File: config.mk
export PLATFORM = sky130hd
export DESIGN_NAME = burst_copy_dma
export DESIGN_NICKNAME = d
export VERILOG_FILES = /design/src/rtl/dma_copy_pkg.sv /design/src/rtl/dma_copy_addr.sv /design/src/rtl/dma_copy_regs.sv /design/src/rtl/dma_copy_seq.sv /design/src/rtl/burst_copy_dma.sv
export SDC_FILE = /design/constraint.sdc
export NUM_CORES = 1
export LEC_CHECK = 0
export BUFFER_PORTS_ARGS = -buffer_cell sky130_fd_sc_hd__buf_2
export CAP_MARGIN = 20
export CORE_MARGIN = 5
export CORE_UTILIZATION = 38
export DETAILED_ROUTE_END_ITERATION = 6
export SLEW_MARGIN = 40
export SYNTH_ARGS = -nofsm -noshare
export SYNTH_HDL_FRONTEND = slang
export SYNTH_SLANG_ARGS = --single-unit
File: constraint.sdc
create_clock -name clk -period 3.9 [get_ports clk]
set_input_delay 0.78 -clock clk [delete_from_list [all_inputs] [get_ports clk]]
set_output_delay 0.78 -clock clk [all_outputs]
set_load 0.005 [all_outputs]
File: src/rtl/dma_copy_pkg.sv
// Package: shared bit positions, configuration type and sequencer states
// for the burst copy engine. Assumes a 32-bit register data path.
package dma_copy_pkg;
    localparam int CB_EN     = 0;
    localparam int CB_DDIR   = 4;
    localparam int CB_SDIR   = 5;
    localparam int CB_SFIX   = 7;
    localparam int CB_SIEN   = 8;
    localparam int CB_BURST  = 9;
    localparam int CB_SWREQ  = 16;
    localparam int CB_TC     = 18;
    localparam int CB_ERR    = 20;
    // Bits kept verbatim from a control write: enable, mode, directions,
    // hold, interrupt enable, burst, width field, demand.
    localparam logic [31:0] CFG_KEEP = 32'h0000_B3BD;

    localparam logic [1:0] RA_CTRL = 2'd0;
    localparam logic [1:0] RA_SRC  = 2'd1;
    localparam logic [1:0] RA_DST  = 2'd2;
    localparam logic [1:0] RA_CNT  = 2'd3;

    typedef struct packed {
        logic burst;
        logic sfix;
        logic sdir;
        logic ddir;
    } xfer_cfg_t;

    typedef enum logic [1:0] {
        SQ_IDLE  = 2'd0,
        SQ_READ  = 2'd1,
        SQ_WRITE = 2'd2
    } seq_state_t;
endpackage

File: src/rtl/dma_copy_addr.sv
// Address generator: loads a base byte address, then steps it by STEP
// bytes up or down per accepted beat, or holds it when told to.
// Assumes load and step are never asserted in the same cycle.
module dma_copy_addr #(
    parameter int AW   = 32,
    parameter int STEP = 4
) (
    input  logic          clk,
    input  logic          rst_n,
    input  logic          load,
    input  logic [AW-1:0] base,
    input  logic          step,
    input  logic          dec,
    input  logic          hold,
    output logic [AW-1:0] addr
);
    localparam logic [AW-1:0] STEP_V = AW'(STEP);

    // Pointer register: reset, load from base, or advance one beat.
    always_ff @(posedge clk) begin
        if (!rst_n)
            addr <= '0;
        else if (load)
            addr <= base;
        else if (step && !hold)
            addr <= dec ? (addr - STEP_V) : (addr + STEP_V);
    end
endmodule

File: src/rtl/dma_copy_regs.sv
// Register file: control word with sticky done/error flags, request bit
// that self-clears on start, source/destination bases and count.
// Assumes reads are combinational and writes take effect on the edge.
module dma_copy_regs
    import dma_copy_pkg::*;
#(
    parameter int AW = 32,
    parameter int CW = 16
) (
    input  logic          clk,
    input  logic          rst_n,
    input  logic          reg_wr,
    input  logic [1:0]    reg_addr,
    input  logic [31:0]   reg_wdata,
    output logic [31:0]   reg_rdata,
    input  logic          busy,
    input  logic          seq_done,
    input  logic          seq_err,
    output logic          start,
    output xfer_cfg_t     cfg,
    output logic [AW-1:0] src_base,
    output logic [AW-1:0] dst_base,
    output logic [CW-1:0] xfer_cnt,
    output logic          irq
);
    logic [31:0] cfg_q;
    logic        swreq_q, tc_q, err_q;
    logic        ctrl_wr, en_rise;

    assign ctrl_wr = reg_wr && (reg_addr == RA_CTRL);
    assign en_rise = ctrl_wr && reg_wdata[CB_EN] && !cfg_q[CB_EN];
    assign start   = swreq_q && !busy;
    assign irq     = cfg_q[CB_SIEN] && (tc_q || err_q);
    assign cfg     = '{burst: cfg_q[CB_BURST], sfix: cfg_q[CB_SFIX],
                       sdir: cfg_q[CB_SDIR], ddir: cfg_q[CB_DDIR]};

    // Configuration bits: stored masked on every control write.
    always_ff @(posedge clk) begin
        if (!rst_n)       cfg_q <= '0;
        else if (ctrl_wr) cfg_q <= reg_wdata & CFG_KEEP;
    end

    // Request bit: set when armed and idle, cleared when consumed.
    always_ff @(posedge clk) begin
        if (!rst_n)
            swreq_q <= 1'b0;
        else if (start)
            swreq_q <= 1'b0;
        else if (ctrl_wr && reg_wdata[CB_SWREQ] && cfg_q[CB_EN] && !busy)
            swreq_q <= 1'b1;
    end

    // Sticky flags: set by the sequencer, cleared by write-one or re-arm.
    always_ff @(posedge clk) begin
        if (!rst_n) begin
            tc_q  <= 1'b0;
            err_q <= 1'b0;
        end else begin
            if (seq_done)
                tc_q <= 1'b1;
            else if (ctrl_wr && (reg_wdata[CB_TC] || en_rise))
                tc_q <= 1'b0;
            if (seq_err)
                err_q <= 1'b1;
            else if (ctrl_wr && (reg_wdata[CB_ERR] || en_rise))
                err_q <= 1'b0;
        end
    end

    // Base and count registers.
    always_ff @(posedge clk) begin
        if (!rst_n) begin
            src_base <= '0;
            dst_base <= '0;
            xfer_cnt <= '0;
        end else if (reg_wr) begin
            case (reg_addr)
                RA_SRC:  src_base <= reg_wdata[AW-1:0];
                RA_DST:  dst_base <= reg_wdata[AW-1:0];
                RA_CNT:  xfer_cnt <= reg_wdata[CW-1:0];
                default: ;
            endcase
        end
    end

    // Read mux.
    always_comb begin
        reg_rdata = '0;
        case (reg_addr)
            RA_CTRL: begin
                reg_rdata            = cfg_q;
                reg_rdata[CB_SWREQ]  = swreq_q;
                reg_rdata[CB_TC]     = tc_q;
                reg_rdata[CB_ERR]    = err_q;
            end
            RA_SRC:  reg_rdata[AW-1:0] = src_base;
            RA_DST:  reg_rdata[AW-1:0] = dst_base;
            default: reg_rdata[CW-1:0] = xfer_cnt;
        endcase
    end

    assert_tc_sticky_R9: assert property (@(posedge clk) disable iff (!rst_n)
        tc_q && !ctrl_wr |=> tc_q);
    assert_err_sticky_R9: assert property (@(posedge clk) disable iff (!rst_n)
        err_q && !ctrl_wr |=> err_q);
    assert_swreq_consumed_R3: assert property (@(posedge clk) disable iff (!rst_n)
        $rose(busy) |-> !swreq_q);
endmodule

File: src/rtl/dma_copy_seq.sv
// Transfer sequencer: checks alignment and count at start, then per unit
// reads BEATS beats (or one in word mode) into a local buffer and writes
// them back out. Ends on count exhaustion or on a bus error response.
// Assumes bus_rdata and bus_err are valid in the cycle bus_ready is high.
module dma_copy_seq
    import dma_copy_pkg::*;
#(
    parameter int AW    = 32,
    parameter int DW    = 32,
    parameter int CW    = 16,
    parameter int BEATS = 4
) (
    input  logic          clk,
    input  logic          rst_n,
    input  logic          start,
    input  xfer_cfg_t     cfg,
    input  logic [AW-1:0] src_base,
    input  logic [AW-1:0] dst_base,
    input  logic [CW-1:0] xfer_cnt,
    input  logic [AW-1:0] src_addr,
    input  logic [AW-1:0] dst_addr,
    output xfer_cfg_t     run_cfg,
    output logic          gen_load,
    output logic          src_step,
    output logic          dst_step,
    output logic          busy,
    output logic          done_p,
    output logic          err_p,
    output logic          bus_req,
    output logic          bus_we,
    output logic [AW-1:0] bus_addr,
    output logic [DW-1:0] bus_wdata,
    input  logic [DW-1:0] bus_rdata,
    input  logic          bus_ready,
    input  logic          bus_err
);
    localparam int WORD_BYTES  = DW / 8;
    localparam int UNIT_BYTES  = BEATS * WORD_BYTES;
    localparam int WORD_LSB    = $clog2(WORD_BYTES);
    localparam int UNIT_LSB    = $clog2(UNIT_BYTES);
    localparam int BEAT_W      = $clog2(BEATS);

    seq_state_t        state_q;
    logic [CW-1:0]     left_q;
    logic [BEAT_W-1:0] beat_q, last_beat;
    logic [DW-1:0]     data_q [BEATS];
    logic              hs, misal, take, zero_cnt, last_unit;

    assign hs        = bus_req && bus_ready;
    assign take      = (state_q == SQ_IDLE) && start;
    assign zero_cnt  = (xfer_cnt == '0);
    assign misal     = cfg.burst ?
                       ((|src_base[UNIT_LSB-1:0]) || (|dst_base[UNIT_LSB-1:0])) :
                       ((|src_base[WORD_LSB-1:0]) || (|dst_base[WORD_LSB-1:0]));
    assign last_beat = run_cfg.burst ? BEAT_W'(BEATS - 1) : '0;
    assign last_unit = (left_q == CW'(1));

    assign busy      = (state_q != SQ_IDLE);
    assign bus_req   = busy;
    assign bus_we    = (state_q == SQ_WRITE);
    assign bus_addr  = bus_we ? dst_addr : src_addr;
    assign bus_wdata = data_q[beat_q];
    assign gen_load  = take && !zero_cnt && !misal;
    assign src_step  = (state_q == SQ_READ)  && hs && !bus_err;
    assign dst_step  = (state_q == SQ_WRITE) && hs && !bus_err;
    assign err_p     = (take && !zero_cnt && misal) || (hs && bus_err);
    assign done_p    = (take && zero_cnt) ||
                       (dst_step && (beat_q == last_beat) && last_unit);

    // Sequencer state, unit counter, beat index and captured config.
    always_ff @(posedge clk) begin
        if (!rst_n) begin
            state_q <= SQ_IDLE;
            left_q  <= '0;
            beat_q  <= '0;
            run_cfg <= '0;
        end else begin
            case (state_q)
                SQ_IDLE: if (gen_load) begin
                    state_q <= SQ_READ;
                    left_q  <= xfer_cnt;
                    beat_q  <= '0;
                    run_cfg <= cfg;
                end
                SQ_READ: if (hs) begin
                    if (bus_err) begin
                        state_q <= SQ_IDLE;
                    end else if (beat_q == last_beat) begin
                        beat_q  <= '0;
                        state_q <= SQ_WRITE;
                    end else begin
                        beat_q  <= beat_q + 1'b1;
                    end
                end
                SQ_WRITE: if (hs) begin
                    if (bus_err) begin
                        state_q <= SQ_IDLE;
                    end else if (beat_q == last_beat) begin
                        beat_q  <= '0;
                        left_q  <= left_q - 1'b1;
                        state_q <= last_unit ? SQ_IDLE : SQ_READ;
                    end else begin
                        beat_q  <= beat_q + 1'b1;
                    end
                end
                default: state_q <= SQ_IDLE;
            endcase
        end
    end

    // Beat buffer: captures each accepted read beat at its index.
    generate
        for (genvar b = 0; b < BEATS; b++) begin : g_buf
            always_ff @(posedge clk) begin
                if (!rst_n)
                    data_q[b] <= '0;
                else if (src_step && (beat_q == BEAT_W'(b)))
                    data_q[b] <= bus_rdata;
            end
        end
    endgenerate

    assert_hold_req_R11: assert property (@(posedge clk) disable iff (!rst_n)
        bus_req && !bus_ready |=> bus_req && $stable(bus_we) &&
        $stable(bus_addr) && $stable(bus_wdata));
    assert_abort_on_err_R8: assert property (@(posedge clk) disable iff (!rst_n)
        hs && bus_err |=> !bus_req);
    assert_misaligned_silent_R7: assert property (@(posedge clk) disable iff (!rst_n)
        take && !zero_cnt && misal |=> !bus_req);
    assert_zero_count_silent_R4: assert property (@(posedge clk) disable iff (!rst_n)
        take && zero_cnt |=> !bus_req);
endmodule

File: src/rtl/burst_copy_dma.sv
// Top: single-channel burst copy DMA. Ties the register file, the
// sequencer and one address generator per direction together.
// Assumes one requester on the memory port and DATA_W a power of two.
module burst_copy_dma
    import dma_copy_pkg::*;
#(
    parameter int ADDR_W      = 32,
    parameter int DATA_W      = 32,
    parameter int CNT_W       = 16,
    parameter int BURST_BEATS = 4
) (
    input  logic              clk,
    input  logic              rst_n,
    input  logic              reg_wr,
    input  logic [1:0]        reg_addr,
    input  logic [31:0]       reg_wdata,
    output logic [31:0]       reg_rdata,
    output logic              bus_req,
    output logic              bus_we,
    output logic [ADDR_W-1:0] bus_addr,
    output logic [DATA_W-1:0] bus_wdata,
    input  logic [DATA_W-1:0] bus_rdata,
    input  logic              bus_ready,
    input  logic              bus_err,
    output logic              irq
);
    localparam int NGEN = 2;
    localparam int STEP = DATA_W / 8;

    xfer_cfg_t         cfg, run_cfg;
    logic [ADDR_W-1:0] src_base, dst_base, src_addr, dst_addr;
    logic [CNT_W-1:0]  xfer_cnt;
    logic              start, busy, done_p, err_p, gen_load, src_step, dst_step;
    logic [ADDR_W-1:0] g_base [NGEN];
    logic [ADDR_W-1:0] g_addr [NGEN];
    logic              g_step [NGEN];
    logic              g_dec  [NGEN];
    logic              g_hold [NGEN];

    dma_copy_regs #(.AW(ADDR_W), .CW(CNT_W)) u_regs (
        .clk(clk), .rst_n(rst_n), .reg_wr(reg_wr), .reg_addr(reg_addr),
        .reg_wdata(reg_wdata), .reg_rdata(reg_rdata), .busy(busy),
        .seq_done(done_p), .seq_err(err_p), .start(start), .cfg(cfg),
        .src_base(src_base), .dst_base(dst_base), .xfer_cnt(xfer_cnt),
        .irq(irq)
    );

    dma_copy_seq #(.AW(ADDR_W), .DW(DATA_W), .CW(CNT_W), .BEATS(BURST_BEATS)) u_seq (
        .clk(clk), .rst_n(rst_n), .start(start), .cfg(cfg),
        .src_base(src_base), .dst_base(dst_base), .xfer_cnt(xfer_cnt),
        .src_addr(src_addr), .dst_addr(dst_addr), .run_cfg(run_cfg),
        .gen_load(gen_load), .src_step(src_step), .dst_step(dst_step),
        .busy(busy), .done_p(done_p), .err_p(err_p),
        .bus_req(bus_req), .bus_we(bus_we), .bus_addr(bus_addr),
        .bus_wdata(bus_wdata), .bus_rdata(bus_rdata),
        .bus_ready(bus_ready), .bus_err(bus_err)
    );

    // Generator inputs: index 0 walks the source, index 1 the destination.
    assign g_base[0] = src_base;
    assign g_step[0] = src_step;
    assign g_dec[0]  = run_cfg.sdir;
    assign g_hold[0] = run_cfg.sfix;
    assign g_base[1] = dst_base;
    assign g_step[1] = dst_step;
    assign g_dec[1]  = run_cfg.ddir;
    assign g_hold[1] = 1'b0;
    assign src_addr  = g_addr[0];
    assign dst_addr  = g_addr[1];

    generate
        for (genvar g = 0; g < NGEN; g++) begin : g_agen
            dma_copy_addr #(.AW(ADDR_W), .STEP(STEP)) u_agen (
                .clk(clk), .rst_n(rst_n), .load(gen_load), .base(g_base[g]),
                .step(g_step[g]), .dec(g_dec[g]), .hold(g_hold[g]),
                .addr(g_addr[g])
            );
        end
    endgenerate

    assert_irq_follows_flags_R10: assert property (@(posedge clk) disable iff (!rst_n)
        irq |-> (reg_addr != RA_CTRL) || (reg_rdata[CB_TC] || reg_rdata[CB_ERR]));
endmodule

Word-level counts from Yosys, hierarchy flattened
Memory sizes are Yosys's and may differ from the RTL's. A register that Yosys moved wholly into a read port is not among the register bits.
Cells that the tools add are included.
W data, S select, Z words.
{"block": "classes", "addsub": 6, "n_eq_ne": 19, "muxes": 53, "bitwise_logic": 5, "reduce_logical": 65}
{"operator": "$mux W32", "n": 11}
{"operator": "$pmux W16 S3", "n": 2}
{"operator": "$add A32 B3 Y32 const B", "n": 2}
{"operator": "$mux W16", "n": 4}
{"operator": "$sub A32 B3 Y32 const B", "n": 2}
{"operator": "$pmux W16 S2", "n": 1}
{"operator": "$logic_and A1 B1 Y1", "n": 28}
{"operator": "$mux W2", "n": 14}
{"operator": "$mux W1", "n": 19}
{"operator": "$eq A16 B1 Y1 const B", "n": 1}
{"operator": "$logic_not A16 Y1", "n": 1}
{"operator": "$sub A16 B1 Y16 const B", "n": 1}
{"operator": "$reduce_bool A2 Y1", "n": 7}
{"operator": "$eq A2 B2 Y1 const B", "n": 5}
{"operator": "$reduce_and A5 Y1", "n": 2}
{"operator": "$ne A2 B2 Y1 const B", "n": 4}
{"operator": "$reduce_and A2 Y1", "n": 4}
{"operator": "$reduce_or A2 Y1", "n": 4}
{"operator": "$reduce_or A4 Y1", "n": 2}
{"operator": "$logic_or A1 B1 Y1", "n": 7}
{"operator": "$eq A2 B1 Y1 const B", "n": 3}
{"operator": "$logic_not A1 Y1", "n": 6}
{"operator": "$logic_not A2 Y1", "n": 3}
{"operator": "$ne A2 B1 Y1 const B", "n": 3}
{"operator": "other kinds (8)", "n": 12}
{"block": "word_totals", "reg_bits": 182, "ram_bits": 128, "input_bits": 71, "output_inout_bits": 99, "word_cells": 165, "n_memories": 1}
{"memory": "u_seq.data_q", "depth": 4, "width": 32, "rd": 1, "rd_ports_with_merged_regs": 1, "wr": 4, "line_no": "dma_copy_seq.sv:46", "source": "logic [DW-1:0] data_q [BEATS];"}

Depth between registers and ports, before layout
Gate-level depths: netlist of the first run.
{"block": "logic_depth", "depth_word": 10, "depth_mapped": 13, "mapped_depth_nobuf": 10}

By module
From an unflattened synthesis of the first run, not the netlist that was laid out.
{"block": "hier_totals", "hier_cells": 1824, "hier_area_um2": 17677.0}
{"module": "dma_copy_seq", "instances": 1, "cells_per_inst": 573, "area_per_inst_um2": 7801.2, "seq_area_each_um2": 4364.2}
{"module": "dma_copy_addr", "instances": 2, "cells_per_inst": 405, "area_per_inst_um2": 3009.1, "seq_area_each_um2": 640.6}
{"module": "dma_copy_regs", "instances": 1, "cells_per_inst": 440, "area_per_inst_um2": 3853.7, "seq_area_each_um2": 1881.8}
{"module": "burst_copy_dma", "instances": 1, "cells_per_inst": 1, "area_per_inst_um2": 3.8, "seq_area_each_um2": 0.0}

Least setup slack after synthesis of the first run
Ideal clock, no wire load.
{"block": "synth_timing", "kind": "register to register", "from": "register, netlist name u_seq.run_cfg[0]", "to": "register g_agen[1].u_agen.addr[30]", "setup_time_ns": 0.115, "arrival_time_ns": 3.200, "required_time_ns": 3.785, "setup_slack_ns": 0.585, "path_stages_with_launch": 11, "n_path_buf": 0, "synth_period_minus_slack_ns": 3.315, "cell_sequence": "dfxtp_1 ha_1 a21o_1 a21o_1 a2111oi_2 o21ai_1 a21oi_1 o31ai_1 a221o_1 and4b_1 o21a_1"}
{"block": "synth_between", "elab_chain_cells": 3}
{"item": "$mux W32", "line_no": "dma_copy_addr.sv:26", "source": "addr <= dec ? (addr - STEP_V) : (addr + STEP_V);"}
{"item": "$mux W32", "line_no": "dma_copy_addr.sv:25", "source": "else if (step && !hold)"}
{"item": "$mux W32", "line_no": "dma_copy_addr.sv:23", "source": "else if (load)"}
{"item": "end signal, assigned", "line_no": "dma_copy_addr.sv:24", "source": "addr <= base;"}
{"item": "end signal, assigned", "line_no": "dma_copy_addr.sv:26"}
{"item": "end, declared", "line_no": "dma_copy_addr.sv:15", "source": "output logic [AW-1:0] addr"}
Every way passes these cells. The select of a mux whose other input is x is not followed.
A chain may end at the register's enable or synchronous reset.

Worst setup path in the final report of the first run
{"block": "layout_timing", "from": "register, netlist name u_seq.run_cfg[0]", "to": "register g_agen[1].u_agen.addr[27]"}
{"block": "layout_between", "elab_chain_cells": 3}
{"item": "$mux W32", "line_no": "dma_copy_addr.sv:26"}
{"item": "$mux W32", "line_no": "dma_copy_addr.sv:25"}
{"item": "$mux W32", "line_no": "dma_copy_addr.sv:23"}
Every way passes these cells. The select of a mux whose other input is x is not followed.

==> out/metrics.cfg, run 1 <==
[status]
status=finished clean

[sta]
relSlewSlack_pct=41.2
clock.fmax_ghz=0.289
rsz0062_at_grt=false
tns_ns=0
hold_viol=0
fin_crit_ns=3.46
skew_ns=0.0231
fin_ws_ns=0.436
whs_ns=0.466
worst_pin_slew_ns=0.870
setup_viol=0
finalCritPeriodShare_pct=88.8
slew_violations=0

[critical_path]
critical_path.endpoint=g_agen[1].u_agen.addr[27]
worst-path-buf-inv=0
cp.depth=10
r2r-end=g_agen[1].u_agen.addr[27]
worst-r2r-setup-slack_ns=0.44
cp-end-kind=flop
r2r_start=u_seq.run_cfg[0]
worstSetupPathType=flop to flop
slowest_stage=o311ai_0
cp_top_family=compound AO/OA/AOI/OAI gates
cp.arrival_ns=3.89
worstPathRequired_ns=4.33
crit_start=u_seq.run_cfg[0]
worstSetupStartpointType=flop
cpPeakStageDelay_ns=0.64
path_max_fanout=11
worstPathCellList=ha_1 > a211o_1 > o211ai_1 > o31ai_1 > nor2_1 > o311ai_0 > a211oi_1 > o21bai_1 > a31oi_1 > a221o_1
reg2regPathDepth=10

[floorplan]
ios=170
initial_core_util_pct=38.5
num_rows=77
chipHeight_um=222
die_w_um=222
core_um2=44300
die_area_um2=49200

[final_layout]
final_cell_mix=nand2_1, dfxtp_1, buf_2, and2_1, edfxtp_1
n_antenna_cell=0
nets=2020
area_delta_synth_final_pct=16.2
drive_gt1_share_pct=18.9
n_fill_cell=4314
mostFrequentLayoutCell=nand2_1

[clocking]
clk_latency_ns=0.56
numCtsBuffers=37
post_cts.repair.setup_buffers=0
clk_pin_slew_ns=0.06
clock-sinks=312
clockRootBuffer=clkbuf_16
ctsResizeCount=0
h-tree-depth=2
cts_tree=yes
cts_hold_buf=0
clockBufferDepth=3

[synthesis]
ys_seq_area_share_pct=44.1
syn-num-nets=1885
syn_area_per_cell_um2=9.77
yosys_most_used_dff=dfxtp_1
yosys_register_bits=312
synth_cell_types=67
synth-edff-count=128
synth.largest_area_cell=edfxtp_1
syn_area_um2=17100
synth_top_area_share_pct=22.5
async_flop_share_pct=0
synthesis.instances=1746
synthTopCellsByArea=edfxtp_1, dfxtp_1, nand2_1, and2_1, mux4_2
ys_warn_count=0

[route]
drt_iter0_drc=934
drtPass1Iterations=5
ant_nets=0
drt_wl_total_um=51700
viasPerCell=5.57
vias=13900
routedWlPerCell_um=20.7
remaining_drc_errors=0

[power_and_ir_drop]
p_leak_nw=7.90
powerDensity_nw_per_um2=382
vdd_drop_max_v=0.000269

[place]
place_ws_ns=0.506
hpwl_um=36100
io_buffer_count=169
place_congestion=0.874

[global_routing]
overflow=0
gr-usage-all-layers_pct=20.0
grt_pass1_wl_um=78900
grt_max_degree=95
grt_pass1_vias=13300
antenna_found_initial=0

[hold_path]
hp-class=flop to flop

[run]
cap_violations=0

[metrics by stage]
stage	instance area, µm²	power [mW]	instances	utilization [%]
floorplan	17100	3.92	1746	-
global placement	18600	4.12	2433	41.9
detailed placement	18600	4.14	2433	41.9
CTS	19800	7.63	2499	44.7
global route	19800	7.83	2500	44.7
finish	19800	7.57	2500	44.7
[synthesized netlist by cell type, drive strengths merged, types with 5 or more instances]
master,n
nand2,282
dfxtp,184
and2,155
edfxtp,128
a21boi,105
clkbuf,95
a21oi,79
o21ai,73
nor2,72
ha,66
mux4,43
mux2,37
and3,26
a21o,25
xnor2,25
a22o,24
nor2b,23
inv,22
nor3,21
nand3,20
a22oi,19
o221ai,18
xor2,16
buf,15
mux2i,14
o21a,12
a31oi,11
a211oi,10
nand4,9
nor4,9
a221oi,8
nand2b,8
nor3b,6
o31ai,6
or3,6
a2111oi,5
a221o,5
a41oi,5
nand3b,5
o211ai,5
o21bai,5
o221a,5
[worst min-delay path by stage]
stage                              from                  endpoint  cells after the start
6_report               u_regs.cfg_q[15]          u_regs.cfg_q[15]                      2
5_1_grt        g_agen[1].u_agen.addr[1]  g_agen[1].u_agen.addr[1]                      1
4_1_cts                 u_regs.cfg_q[3]           u_regs.cfg_q[3]                      2
3_5_place_dp            u_regs.cfg_q[3]           u_regs.cfg_q[3]                      2
3_3_place_gp           u_regs.cfg_q[13]          u_regs.cfg_q[13]                      2
2_1_floorplan          u_regs.cfg_q[12]          u_regs.cfg_q[12]                      2
[registers in the layout (all words and copies together), names as in the netlist, named ones only]
name / count
u_seq.run_cfg: 4
u_regs.dst_base: 32
u_seq.left_q: 16
u_seq.beat_q: 2
u_seq.data_q: 128
u_regs.src_base: 32
u_regs.xfer_cnt: 16
u_regs.err_q: 1
u_seq.state_q: 2
u_regs.swreq_q: 1
u_regs.cfg_q: 11
u_regs.tc_q: 1
g_agen.u_agen.addr: 64
[power breakdown]
group	switching, mW	total (mW)	internal, mW
clock network	1.45	3.50	2.05
logic	0.322	0.523	0.201
registers	0.0630	3.55	3.48
[cell type report]
type                            instances  area (µm²)  area share, %
Timing Repair Buffer                  206        1180           5.93
Inverter                               22        82.6          0.417
Sequential cell                       312        7530           38.0
Clock inverter                         16         218           1.10
Multi-Input combinational cell       1302        9060           45.7
Tap cell                              592         741           3.74
Clock buffer                           50        1010           5.12
[cells by family after synthesis]
logic type	Yosys count	share of synthesized area [%]
adder cells (fa/ha/maj)	68	5.07
AND/OR/NAND/NOR	650	18.5
AO/OA/AOI/OAI	449	18.3
buffers and inverters	132	2.91
multiplexers	94	8.94
flip-flops	312	44.1
XOR/XNOR	41	2.10
[tightest hold or removal path, stage by stage, from the launching register on]
cell,delay (ns)
dfxtp_1,0.31
nand2_1,0.05
a21boi_0,0.06
[routing by layer]
layer	routed length (µm)	GRT usage, %	vias to the layer above
li1	-	-	6633
met1	23700	27.7	6862
met2	24000	32.3	361
met3	2580	3.26	79
met4	1430	6.06	0
met5	0	0	-
Power figures use the tool's default switching activity.
==> run 2: changes to the inputs <==
- PLACE_DENSITY_LB_ADDON: not set -> 0.15
==> out/metrics.cfg, run 2 (same netlist as run 1, synthesis figures left out) <==
[final_layout]
nets=2016  ; -0.20%
n_antenna_cell=0  ; unchanged
multi_input_area_um2=9060  ; unchanged
regArea_um2=7530  ; unchanged
largest_reg_flops=128  ; unchanged
largest-register=u_seq.data_q
n_fill_cell=4323  ; +0.21%
drive_gt1_share_pct=18.6  ; -0.26 points
area_delta_synth_final_pct=15.8
mostFrequentLayoutCell=nand2_1
top_regs=u_seq.data_q x128, g_agen.u_agen.addr x64
final_cell_mix=nand2_1, dfxtp_1, buf_2, and2_1, edfxtp_1

[sta]
hold_viol=0  ; unchanged
fin_crit_ns=3.47  ; +0.00193 ns
rsz0062_at_grt=false
relSlewSlack_pct=45.4  ; +4.2 points
tns_ns=0  ; unchanged
finalCritPeriodShare_pct=88.9  ; about the same
skew_ns=0.0237  ; +0.000602 ns
worst_pin_slew_ns=0.819  ; -0.0510 ns
setup_viol=0  ; unchanged
slew_violations=0  ; unchanged
clock.fmax_ghz=0.289  ; about the same

[clocking]
post_cts.repair.setup_buffers=0  ; unchanged
cts_tree=yes
clk_pin_slew_ns=0.06  ; about the same
clockBufferDepth=3  ; unchanged
cts_hold_buf=0  ; unchanged
numCtsBuffers=36  ; -2.7%
h-tree-depth=2  ; unchanged
ctsResizeCount=0  ; unchanged
clockRootBuffer=clkbuf_16
clk_latency_ns=0.56  ; about the same
clock-sinks=312  ; unchanged

[critical_path]
cpPeakStageDelay_ns=0.55  ; -0.09 ns
cp.arrival_ns=3.93  ; +0.04 ns
slowest_stage=a31oi_1
path_max_fanout=25  ; +14
worstPathRequired_ns=4.36  ; +0.03 ns
worstSetupStartpointType=flop
worstPathCellList=buf_4 > ha_1 > a2111oi_0 > o21ai_0 > a31oi_1 > nor3_1 > o21ai_0 > a2111oi_0 > o21a_1 > o31ai_1
cp-end-kind=flop
worst-path-buf-inv=1  ; +1
worstSetupPathType=flop to flop
cp_top_family=compound AO/OA/AOI/OAI gates

[place]
place_congestion=0.854  ; -2.3%
hpwl_um=37000  ; +2.5%
io_buffer_count=169  ; unchanged

[route]
viasPerCell=5.55  ; -0.39%
drt_iter0_drc=874  ; -6.4%
routedWlPerCell_um=21.4  ; +3.6%
drt_wl_total_um=53400  ; +3.4%
vias=13800  ; -0.63%
ant_nets=0  ; unchanged
drtPass1Iterations=5  ; unchanged
remaining_drc_errors=0  ; unchanged

[run]
cap_violations=0  ; unchanged

[global_routing]
grt_pass1_wl_um=81800  ; +3.7%
antenna_found_initial=1  ; +1
grt_pass1_vias=13600  ; +1.9%
grt_max_degree=107  ; +13%
overflow=0  ; unchanged
gr-usage-all-layers_pct=20.9  ; +0.92 points

[power_and_ir_drop]
powerDensity_nw_per_um2=379  ; -0.72%
vdd_drop_max_v=0.000263  ; -1.9%
p_total_mw=7.50  ; -1.0%
p_leak_nw=7.88  ; -0.31%

[floorplan]
initial_core_util_pct=38.5  ; unchanged
core_um2=44300  ; unchanged
ios=170  ; unchanged
chipHeight_um=222  ; unchanged
die_w_um=222  ; unchanged
die_area_um2=49200  ; unchanged
num_rows=77  ; unchanged

[status]
status=finished clean

[hold_path]
hp-class=flop to flop

run 2: metrics by stage:
step | setup WS, ns | instances | hold slack, ns | instance area, µm² | utilization (%)
2_1_floorplan | 0.585 | 1746 | 0.441 | 17100 | -
3_3_place_gp | 0.641 | 2430 | 0.451 | 18600 | 41.9
3_5_place_dp | 0.546 | 2430 | 0.458 | 18600 | 41.9
4_1_cts | 0.535 | 2493 | 0.466 | 19800 | 44.6
5_1_grt | 0.199 | 2494 | 0.481 | 19800 | 44.6
6_report | 0.434 | 2494 | 0.466 | 19800 | 44.6
run 2: worst min-delay path, delay by kind of cell, from the launching register on:
| kind | cells | cell delay [ns] |
|---|---|---|
| simple gates | 1 | 0.05 |
| flops | 1 | 0.31 |
| compound gates | 1 | 0.06 |
run 2: metal layers:
| layer | up-vias | wire, µm | track usage [%] |
|---|---|---|---|
| met2 | 319 | 25000 | 34.1 |
| met4 | 2 | 1350 | 5.93 |
| met1 | 6794 | 24700 | 29.0 |
| met3 | 73 | 2450 | 3.18 |
| li1 | 6659 | - | - |
| met5 | - | 7 | 0 |
run 2: path summary, 6_finish.rpt:
path,to,startpoint,slack [ns],cells after the start
min,u_regs.cfg_q[13],u_regs.cfg_q[13],0.47,2
min reg2reg,u_regs.cfg_q[13],u_regs.cfg_q[13],0.47,2
max,g_agen[0].u_agen.addr[28],u_seq.run_cfg[1],0.43,10
max reg2reg,g_agen[0].u_agen.addr[28],u_seq.run_cfg[1],0.43,10
run 2: final cells by class:
| cell class | instances | share of cell area [%] |
|---|---|---|
| clock inverters | 16 | 0.911 |
| repair buffers | 203 | 5.97 |
| multi-input cells | 1302 | 45.8 |
| flip-flops and latches | 312 | 38.1 |
| clock buffers | 47 | 5.03 |
| well taps | 592 | 3.75 |
| inverters | 22 | 0.418 |
run 2: where the power goes:
part | internal [mW] | total [mW] | switching, mW
Combinational | 0.201 | 0.526 | 0.325
Sequential | 3.48 | 3.55 | 0.0655
Clock | 2.01 | 3.42 | 1.41
==> run 3: changes to the inputs <==
- SYNTH_HIERARCHICAL: not set -> 1
==> out/metrics.cfg, run 3 <==
[critical_path]
slowest_stage=dfxtp_1
cp.arrival_ns=3.75  ; -0.18 ns
cpPeakStageDelay_ns=0.76  ; +0.21 ns
cp-end-kind=flop
path_max_fanout=16  ; -36%
worstPathCellList=buf_4 > ha_1 > a21oi_1 > o21ai_0 > a311oi_1 > a211oi_2 > o21ai_0 > xor2_1 > or3_1 > a31oi_1
worstSetupStartpointType=flop
worstSetupPathType=flop to flop
path_common_cell=o21ai_0
worstPathRequired_ns=4.39  ; +0.03 ns

[clocking]
cts_tree=yes
post_cts.repair.setup_buffers=0  ; unchanged
clockRootBuffer=clkbuf_16
numCtsBuffers=37  ; +2.8%
clock-sinks=312  ; unchanged
clk_latency_ns=0.56  ; about the same
h-tree-depth=2  ; unchanged
clockBufferDepth=3  ; unchanged
cts_hold_buf=0  ; unchanged
clk_pin_slew_ns=0.06  ; about the same
ctsResizeCount=0  ; unchanged

[global_routing]
grt_pass1_wl_um=83700  ; +2.4%
grt_max_degree=84  ; -21%
grt_pass1_vias=14200  ; +4.8%
antenna_found_initial=6  ; +5
gr-usage-all-layers_pct=20.8  ; -0.13 points
overflow=0  ; unchanged

[sta]
worst_pin_slew_ns=0.836  ; +0.0171 ns
relSlewSlack_pct=44.1  ; -1.3 points
finalCritPeriodShare_pct=83.6  ; -5.3 points
setup_viol=0  ; unchanged
skew_ns=0.0286  ; +0.00486 ns
rsz0062_at_grt=false
tns_ns=0  ; unchanged
slew_violations=0  ; unchanged
whs_ns=0.454  ; -0.0127 ns
clock.fmax_ghz=0.307  ; +6.3%
fin_ws_ns=0.639  ; +0.205 ns
hold_viol=0  ; unchanged
fin_crit_ns=3.26  ; -0.205 ns

[final_layout]
nets=2075  ; +2.9%
final_cell_mix=dfxtp_1, buf_2, nand2_1, o21ai_0, nand3_1
fin_cells=2570  ; +3.0%
mostFrequentLayoutCell=dfxtp_1
area_delta_synth_final_pct=14.2
largest_reg_flops=128  ; unchanged
drive_gt1_share_pct=20.0  ; +1.4 points
largest-register=u_seq/data_q
top_regs=u_seq/data_q x128, g_agen.u_agen/addr x64

[status]
status=finished clean

[run]
cap_violations=0  ; unchanged

[synthesis]
yosys_most_used_dff=dfxtp_1
synth-edff-count=128  ; unchanged
synthTopCellsByCount=dfxtp_1, nand2_1, o21ai_0, nand3_1, a21oi_1
syn_area_per_cell_um2=9.69  ; -0.84%
synth_cell_types=86  ; +28%
yosys_register_bits=312  ; unchanged
synth.most_common_cell=dfxtp_1
synth.largest_area_cell=edfxtp_1
ys_warn_count=6  ; +6
async_flop_share_pct=0  ; unchanged
synth_top_area_share_pct=21.7  ; -0.78 points
synthesis.instances=1824  ; +4.5%
ys_seq_area_share_pct=42.6  ; -1.5 points
syn_area_um2=17700  ; +3.6%
synthTopCellsByArea=edfxtp_1, dfxtp_1, mux4_2, ha_1, and2_1

[floorplan]
chipHeight_um=226  ; +1.7%
core_um2=46300  ; +4.4%
initial_core_util_pct=38.2  ; -0.29 points
die_w_um=226  ; +1.7%
ios=170  ; unchanged
num_rows=79  ; +2.6%
die_area_um2=50900  ; +3.4%

[power_and_ir_drop]
p_leak_nw=8.15  ; +3.5%
vdd_drop_max_v=0.000249  ; -5.4%
powerDensity_nw_per_um2=375  ; -1.2%

[route]
remaining_drc_errors=0  ; unchanged
viasPerCell=5.66  ; +2.0%
ant_nets=0  ; unchanged
drtPass1Iterations=5  ; unchanged
routedWlPerCell_um=21.3  ; -0.76%
drt_iter0_drc=1077  ; +23%
drt_wl_total_um=54600  ; +2.3%
vias=14600  ; +5.1%

[place]
place_ws_ns=0.600  ; +0.0539 ns
hpwl_um=38600  ; +4.1%
dpl.cell_count=2504  ; +3.0%
place_congestion=0.955  ; +12%
io_buffer_count=169  ; unchanged

[hold_path]
hp-class=input port to flop

[run 3: cell types whose count changed in the layout (fill, tap and decap cells not counted), moves of 16 or more]
cell      delta
a22oi_1     -19
a21oi_1     +58
o21ai_0     +79
o221ai_1    -16
nand3_1    +125
nand2_1    -130
and2_1      -27
a21boi_0    -99
[run 3: worst max-delay path: cells and delay by family, from the launching register on]
| kind | cells | cell delay (ns) |
|---|---|---|
| compound gates | 6 | 1.30 |
| xor+xnor | 1 | 0.10 |
| fa+ha+maj | 1 | 0.34 |
| buf+inv | 1 | 0.37 |
| flops | 1 | 0.76 |
| simple gates | 1 | 0.31 |
[run 3: kinds of logic (layout without fill, tap and decap cells)]
logic type / Yosys count / after routing / share of synthesized area [%]
and+or+nand+nor: 640 / 640 / 19.4
other: 1 / 5 / 0.0212
AOI/OAI and AO/OA: 489 / 489 / 17.8
DFF: 312 / 312 / 42.6
buffers and inverters: 165 / 300 / 3.85
muxes: 104 / 104 / 9.19
adders and majority gates: 68 / 68 / 4.90
xor gates and xnor gates: 45 / 45 / 2.23
[run 3: cell type report]
type                            count  area (µm²)
Fill cell                        4510       26100
Multi-Input combinational cell   1348        9490
Sequential cell                   312        7530
Timing Repair Buffer              210        1180
Clock buffer                       49         991
Tap cell                          607         759
Clock inverter                     14         124
Inverter                           27         101
Antenna cell                        3        7.51
[run 3: worst paths after layout]
kind	from	endpoint	slack (ns)	depth (start not counted)
setup / recovery	u_seq/run_cfg[1]	g_agen[0].u_agen/addr[31]	0.64	10
hold / removal	reg_wdata[17]	u_regs/dst_base[17]	0.45	3
setup reg to reg	u_seq/run_cfg[1]	g_agen[0].u_agen/addr[31]	0.64	10
hold reg to reg	u_regs/cfg_q[15]	u_regs/cfg_q[15]	0.48	2
[run 3: power breakdown]
part           switching, mW  total (mW)  internal (mW)
combinational          0.460       0.740          0.280
clock                   1.39        3.25           1.86
sequential            0.0804        3.57           3.49
[run 3: per-layer routing]
metal	global-route usage (%)	vias to the layer above	part of all wire [%]
met4	7.11	4	3.1
met1	29.6	7046	47
met3	3.73	98	5.9
met5	0	-	0.038
li1	-	6980	-
met2	32.0	431	44
[run 3: per-stage QoR]
| stage | instance area [µm²] | util, % | power, mW |
|---|---|---|---|
| finish | 20200 | 43.6 | 7.56 |
| global route | 20200 | 43.6 | 7.84 |
| detailed placement | 19100 | 41.2 | 4.38 |
| CTS | 20200 | 43.6 | 7.65 |
| floorplan | 17700 | - | 4.12 |
| global placement | 19100 | 41.2 | 4.37 |
